==> src/rtl/ssc_pkg.sv <==
package ssc_pkg;

    localparam int unsigned ST_W    = 3;
    localparam int unsigned CYC_LEN = 5;

    typedef logic [ST_W-1:0] code_t;

    typedef struct packed {
        logic c;
        logic b;
        logic a;
    } state_t;

    typedef enum logic [1:0] {
        ACT_CLEAR = 2'd0,
        ACT_LOAD  = 2'd1,
        ACT_STEP  = 2'd2,
        ACT_HOLD  = 2'd3
    } act_e;

    // Successor of any code; unused codes are steered back to zero.
    function automatic code_t succ(input code_t cur);
        code_t n;
        unique case (cur)
            3'b000:  n = 3'b010;
            3'b010:  n = 3'b011;
            3'b011:  n = 3'b101;
            3'b101:  n = 3'b110;
            3'b110:  n = 3'b000;
            default: n = 3'b000;
        endcase
        return n;
    endfunction

    function automatic logic is_unused(input code_t cur);
        return (cur == 3'b001) || (cur == 3'b100) || (cur == 3'b111);
    endfunction

    function automatic code_t to_code(input state_t s);
        return {s.c, s.b, s.a};
    endfunction

endpackage

==> src/rtl/ssc_ctrl.sv <==
module ssc_ctrl
    import ssc_pkg::*;
(
    input  logic rst,
    input  logic en,
    input  logic ld,
    output act_e act
);
    always_comb begin
        if (rst)      act = ACT_CLEAR;
        else if (ld)  act = ACT_LOAD;
        else if (en)  act = ACT_STEP;
        else          act = ACT_HOLD;
    end
endmodule

==> src/rtl/ssc_next.sv <==
module ssc_next
    import ssc_pkg::*;
(
    input  act_e  act,
    input  code_t cur,
    output code_t tog
);
    code_t nxt;

    always_comb begin
        nxt = succ(cur);
        if (act == ACT_STEP) tog = cur ^ nxt;
        else                 tog = '0;
    end
endmodule

==> src/rtl/ssc_tbit.sv <==
module ssc_tbit
    import ssc_pkg::*;
(
    input  logic clk,
    input  act_e act,
    input  logic t,
    input  logic ld_val,
    output logic q
);
    always_ff @(posedge clk) begin
        unique case (act)
            ACT_CLEAR: q <= 1'b0;
            ACT_LOAD:  q <= ld_val;
            ACT_STEP:  q <= q ^ t;
            default:   q <= q;
        endcase
    end


    t_zero_hold_chk: assert property (@(posedge clk)
        disable iff (act == ACT_CLEAR || act == ACT_LOAD)
        (act == ACT_HOLD || !t) |=> $stable(q));
endmodule

==> src/rtl/self_start_counter.sv <==
module self_start_counter
    import ssc_pkg::*;
(
    input  logic       clk,
    input  logic       rst,
    input  logic       en,
    input  logic       tst_ld,
    input  logic [2:0] tst_code,
    output logic       cnt_c,
    output logic       cnt_b,
    output logic       cnt_a
);
    localparam int unsigned W = ST_W;

    act_e   act;
    code_t  cur;
    code_t  tog;
    state_t st;

    ssc_ctrl u_ctrl (
        .rst (rst),
        .en  (en),
        .ld  (tst_ld),
        .act (act)
    );

    ssc_next u_next (
        .act (act),
        .cur (cur),
        .tog (tog)
    );

    for (genvar i = 0; i < W; i++) begin : g_bit
        ssc_tbit u_bit (
            .clk    (clk),
            .act    (act),
            .t      (tog[i]),
            .ld_val (tst_code[i]),
            .q      (cur[i])
        );
    end

    assign st    = state_t'(cur);
    assign cnt_c = st.c;
    assign cnt_b = st.b;
    assign cnt_a = st.a;

    logic rst_seen;
    always_ff @(posedge clk) rst_seen <= rst;


    always_ff @(posedge clk) begin
        if (rst_seen) begin
            reset_zero_chk: assert (to_code(st) == 3'b000);
        end
    end


    cycle_step_chk: assert property (@(posedge clk) disable iff (rst)
        (en && !tst_ld && !is_unused(cur)) |=> (cur == succ($past(cur))));


    unused_exit_chk: assert property (@(posedge clk) disable iff (rst)
        (en && !tst_ld && is_unused(cur)) |=> (cur == 3'b000));


    idle_hold_chk: assert property (@(posedge clk) disable iff (rst)
        (!en && !tst_ld) |=> $stable(cur));


    load_take_chk: assert property (@(posedge clk) disable iff (rst)
        tst_ld |=> (cur == $past(tst_code)));


    no_lockup_chk: assert property (@(posedge clk) disable iff (rst)
        (en && !tst_ld && is_unused(cur)) |=> !is_unused(cur));
endmodule

==> config.mk <==
export PLATFORM = sky130hd
export DESIGN_NAME = self_start_counter
export DESIGN_NICKNAME = d
export VERILOG_FILES = /design/src/rtl/ssc_pkg.sv /design/src/rtl/ssc_ctrl.sv /design/src/rtl/ssc_next.sv /design/src/rtl/ssc_tbit.sv /design/src/rtl/self_start_counter.sv
export SDC_FILE = /design/constraint.sdc
export NUM_CORES = 1
export LEC_CHECK = 0
export BUFFER_PORTS_ARGS = -buffer_cell sky130_fd_sc_hd__buf_4
export CELL_PAD_IN_SITES_DETAIL_PLACEMENT = 1
export CELL_PAD_IN_SITES_GLOBAL_PLACEMENT = 2
export CORE_MARGIN = 1
export CORE_UTILIZATION = 30
export CTS_CLUSTER_DIAMETER = 200
export DETAILED_ROUTE_END_ITERATION = 7
export PLACE_DENSITY_LB_ADDON = 0.1
export SETUP_SLACK_MARGIN = 0.5
export SLEW_MARGIN = 20
export SYNTH_ARGS = -nofsm -noshare
export SYNTH_HDL_FRONTEND = slang
export SYNTH_HIERARCHICAL = 1
export SYNTH_SLANG_ARGS = --single-unit
==> constraint.sdc <==
create_clock -name clk -period 3.77 [get_ports clk]
set_input_delay 0.1885 -clock clk [delete_from_list [all_inputs] [get_ports clk]]
set_output_delay 0.1885 -clock clk [all_outputs]
set_load 0.1 [all_outputs]
---- After elaboration in Yosys (flattened, before gate mapping) ----
Cells that the tools add are included.
operators by class
  reduce and logical (&&, ||, !) cells .... 3
  equal/unequal tests ..................... 5
  shift operators ......................... 0
  divide/modulo/power cells ............... 0
  $mul .................................... 0
  bitwise operators ....................... 4
  magnitude comparators ................... 0
  add/sub/neg operators ................... 0
  mux-type cells .......................... 8
operators by type and width
  kind                                                 count
  case mux 3 bit (4 select lines)                      1
  case mux 1 bit (3 select lines)                      3
  equality test 3 x 2 -> 1 bit, second input constant  2
  2-to-1 mux 2 bit                                     2
  equality test 3 bit, second input constant           1
  logical NOT 3 bit                                    1
  2-to-1 mux 3 bit                                     1
  nonzero test 3 bit                                   1
  bitwise XOR 1 bit                                    3
  bitwise XOR 3 bit                                    1
  equality test 2 x 1 -> 1 bit, second input constant  1
  equality test 2 bit, second input constant           1
  logical NOT 2 bit                                    1
  2-to-1 mux 1 bit                                     1
storage, ports and cells
  logic and storage cells ................. 23
  ROM bits ................................ 0
  RAM bits ................................ 0
  bits in latches ......................... 0
  bits in registers ....................... 3
  memories ................................ 0

---- Longest topological paths before layout ----
  depth in word-level cells ............... 7
  mapped depth ............................ 6
  mapped depth without buffers ............ 6

---- Modules after synthesis ----
Netlist, hierarchy kept.
by module, submodules not included
  module    instances  area each (sq um)  cells each  seq. area each (sq um)
  ssc_tbit  3          103.8              11          30.0
  ssc_next  1          70.1               10          0.0
  ssc_ctrl  1          16.3               3           0.0

---- Worst setup path before layout ----
OpenSTA, ideal clock, no wires.
  path type ............................... register -> register
  start point ............................. reg g_bit[2].u_bit.q
  end point ............................... reg g_bit[1].u_bit.q (data pin)
  path slack .............................. 1749 ps
  cell stages (with the launch flop) ...... 6
  library setup time ...................... 266 ps
  period minus slack after synthesis ...... 2021 ps
  arrival ................................. 1755 ps
  path through ............................ edfxtp_1 -> xnor2_1 -> nor2_1 -> a211oi_2 -> xnor2_1 -> o22ai_1
between the ends
  longest elaborated chain between the ends .. 6
  elaborated cells on any way between the ends .. 9
RTL lines
  what                                               RTL line                  RTL
  from (decl)                                        ssc_tbit.sv:8             output logic q
  from (signal assigned)                             ssc_tbit.sv:13            ACT_LOAD: q <= ld_val;
  from (signal assigned)                             ssc_tbit.sv:14            ACT_STEP: q <= q ^ t;
  from (signal assigned)                             ssc_tbit.sv:15            default: q <= q;
  equality test 3 bit, or another cell as far along  ssc_pkg.sv:24             unique case (cur)
  case mux 3 bit (4 select lines) *                  ssc_pkg.sv:24
  bitwise XOR 3 bit *                                ssc_next.sv:12            if (act == ACT_STEP) tog = cur ^ nxt;
  2-to-1 mux 3 bit *                                 ssc_next.sv:12
  via tog[1]                                         self_start_counter.sv:17  code_t tog;
  bitwise XOR 1 bit *                                ssc_tbit.sv:14
  case mux 1 bit (3 select lines) *                  ssc_tbit.sv:11            unique case (act)
  to (signal assigned)                               ssc_tbit.sv:13
  to (signal assigned)                               ssc_tbit.sv:14
  to (signal assigned)                               ssc_tbit.sv:15
  to (decl)                                          ssc_tbit.sv:8
Mark *: on every way through the listed nets, which the timed path passes. The rest lies on a longest branch.
A chain may end at the register's enable or synchronous reset.

---- Worst setup path after layout ----
  start point ............................. reg g_bit[1].u_bit.q
  end point ............................... reg g_bit[1].u_bit.q (data pin)
between the ends
  longest elaborated chain between the ends .. 6
  elaborated cells on any way between the ends .. 9
RTL lines
  what                                               RTL line
  equality test 3 bit, or another cell as far along  ssc_pkg.sv:24
  case mux 3 bit (4 select lines)                    ssc_pkg.sv:24
  bitwise XOR 3 bit *                                ssc_next.sv:12
  2-to-1 mux 3 bit *                                 ssc_next.sv:12
  via tog[1]                                         self_start_counter.sv:17
  bitwise XOR 1 bit *                                ssc_tbit.sv:14
  case mux 1 bit (3 select lines) *                  ssc_tbit.sv:11
Marked as above.

==> flow_summary.ini <==
[worst_setup_path]
crit_top_cell = xnor2_1
r2r_cells = 5
critPathArrivalTime_ns = 1.44
reg2reg_to = g_bit[1].u_bit/q
r2r-start = g_bit[1].u_bit/q
cp-start-kind = flip-flop
critical-path-slowest-cell = edfxtp_1
required_ns = 3.76
critPathMaxFanout = 6
critPathKind = flip-flop to flip-flop
rrSetupSlack_ns = 2.32
end_kind = flip-flop
slowest_delay_ns = 0.48
crit_chain = xnor2_1, nor2_1, a211oi_2, xnor2_1, o22ai_1
worstSetupStartpoint = g_bit[1].u_bit/q

[logic_synthesis]
synth.distinct_cells = 12
ys.warnings.count = 6
synthesis.area_sq_um = 398
muxShareOfSynthArea_pct = 2.52
synth_fa_ha_area_share_pct = 28.3
synth-compound-area-share_pct = 10.1
synthCells = 46
syn_area_per_cell_sq_um = 8.65
yosys.area_share.simple_pct = 16.0
synth_top_family_by_area = adder cells
syn_nets = 62
synth-xor-area-share_pct = 11.0
synth-seq-cells = 3
yosysSeqAreaShare_pct = 22.6

[sta]
min_period_ns = 1.45
slew_viol_final = 0
finalHoldViolCount = 0
rsz0062_at_grt = false
relSlewSlack_pct = 58.3
skew_ns = 0.0105
fin_setup_tns_ns = 0
setup_viol = 0
fin_ws_ns = 2.32
tightest_slew_ns = 0.623
finalCritPeriodShare_pct = 38.6
fmax_mhz = 687

[route]
vias = 334
drc_errors = 0
postRouteAntennaNets = 0
vias_per_cell = 4.58
first_iter_violations = 4
drtPass1Iterations = 3
wl_per_cell_um = 10.0
wl_um = 730

[clock_tree]
clk_latency_ns = 0.24
clock_sinks = 3
post-cts-setup-buffers = 0
cts_max_path_buffers = 2
cts_root_buf = clkbuf_4
cts_max_level = 1
cts_resized = 0
cts_tree = yes
cts_hold_buf = 0
cts.reportedPaths.clkPinSlew_ns = 0.04
numCtsBuffers = 3

[run_status]
run_status = finished, final reports clean

[global_routing]
grt_pass1_wl_um = 1320
grt_pass1_vias = 337
grt_usage_pct = 13.5
antenna_found_initial = 0
grt_max_degree = 11
overflow = 0

[final_layout]
area_delta_synth_final_pct = 28.0
largest-register = g_bit.u_bit/q
reg_top3 = g_bit.u_bit/q x3
mostFrequentLayoutCell = inv_1
antenna_cells = 0
fillers = 147
final_cell_mix = 10 x inv_1, 9 x ha_1, 9 x buf_4, 5 x xnor2_1, 5 x nor2_1
largest_reg_flops = 3
final_cells = 73
finalNetCount = 76
final_layout_size_suffix_gt1_share_pct = 25.4

[placed_design]
dp.cells = 69
io_buffers = 9
gp_congestion = 0.649
pre_cts_ws_ns = 2.06
place_hpwl_um = 594

[power_and_ir_drop]
swShare_pct = 37.0
ir_drop_v = 0.000115
pwr-share-clk_pct = 36.9
power.share.sequential_pct = 28.3
p_int_w = 0.000100
p_switching_w = 0.0000589
p_leak_nw = 0.232
pwr-share-comb_pct = 34.8
power_per_cell_area_nw_per_um2 = 313

[floorplan]
die_h_um = 38.4
initial_core_util_pct = 34.0
coreArea_sq_um = 1170
io_pins = 10
dieArea_sq_um = 1480
row_count = 12
fp.dieW_um = 38.4

[worst_hold_path]
hp-start = tst_code[1]
min_to = g_bit[1].u_bit/q
hp-class = primary input to flip-flop
whs_path_depth = 3

[flow_run]
cap_violations = 0
logic make-up (layout without fill, tap and decap cells):
| family | after synthesis | count (layout) |
|---|---|---|
| mux | 1 | 1 |
| simple gates | 13 | 13 |
| fa+ha+maj | 9 | 9 |
| flops | 3 | 3 |
| xor+xnor | 5 | 5 |
| compound gates | 5 | 5 |
| buf+inv | 10 | 23 |
metal layers:
| layer | track usage, % | share of wire, % |
|---|---|---|
| met1 | 13.3 | 46 |
| met2 | 23.7 | 51 |
| met3 | 3.49 | 3.6 |
| met4 | 10.3 | 0 |
| met5 | 0 | 0 |
how the worst max path moves through the flow:
stage               cells after the start          endpoint  slack, ns
floorplan                               5  g_bit[1].u_bit/q       1.75
global placement                        6  g_bit[1].u_bit/q       2.11
detailed placement                      6  g_bit[1].u_bit/q       2.06
CTS                                     5  g_bit[1].u_bit/q       2.31
global route                            6  g_bit[1].u_bit/q       2.15
finish                                  5  g_bit[1].u_bit/q       2.32
power groups by stage:
| stage | logic [W] | clock network, W | registers, W |
|---|---|---|---|
| 4_1_cts | 0.0000562 | 0.0000622 | 0.0000451 |
| 3_5_place_dp | 0.0000559 | 0 | 0.0000456 |
| 3_3_place_gp | 0.0000544 | 0 | 0.0000453 |
| 5_1_grt | 0.0000606 | 0.0000650 | 0.0000458 |
| 6_report | 0.0000555 | 0.0000588 | 0.0000450 |
| 2_1_floorplan | 0.0000238 | 0 | 0.0000631 |
area by class of cell:
| cell class | instances | area (sq um) | area share [%] |
|---|---|---|---|
| repair buffers | 9 | 67.6 | 13.3 |
| flip-flops and latches | 3 | 90.1 | 17.7 |
| clock buffers | 4 | 26.3 | 5.16 |
| well taps | 14 | 17.5 | 3.44 |
| inverters | 10 | 37.5 | 7.37 |
| multi-input cells | 33 | 270 | 53.1 |
per-stage QoR:
stage                     hold WS, ns  util (%)  power [W]  area, sq um
after floorplan                 0.465         -  0.0000870          398
after global placement          0.556      41.2  0.0000997          483
after CTS                       0.312      43.5   0.000163          509
after global routing            0.353      43.5   0.000171          509
final                           0.320      43.5   0.000159          509
after detailed placement        0.567      41.2   0.000102          483
cell usage after synthesis (all sizes together):
master / instances / area, sq um
ha: 9 / 113
nand2b: 4 / 25.0
edfxtp: 3 / 90.1
a211oi: 1 / 12.5
xnor2: 5 / 43.8
a21oi: 1 / 8.76
mux2i: 1 / 10.0
o22ai: 3 / 18.8
nor2: 5 / 18.8
nor2b: 1 / 8.76
nand2: 3 / 11.3
inv: 10 / 37.5
critical path, delay by kind of cell (launching register included):
kind                      cells  cell delay, ns
AOI/OAI and AO/OA             2            0.31
xor gates and xnor gates      2            0.35
DFF                           1            0.48
and+or+nand+nor               1            0.06
Power figures use the tool's default switching activity.
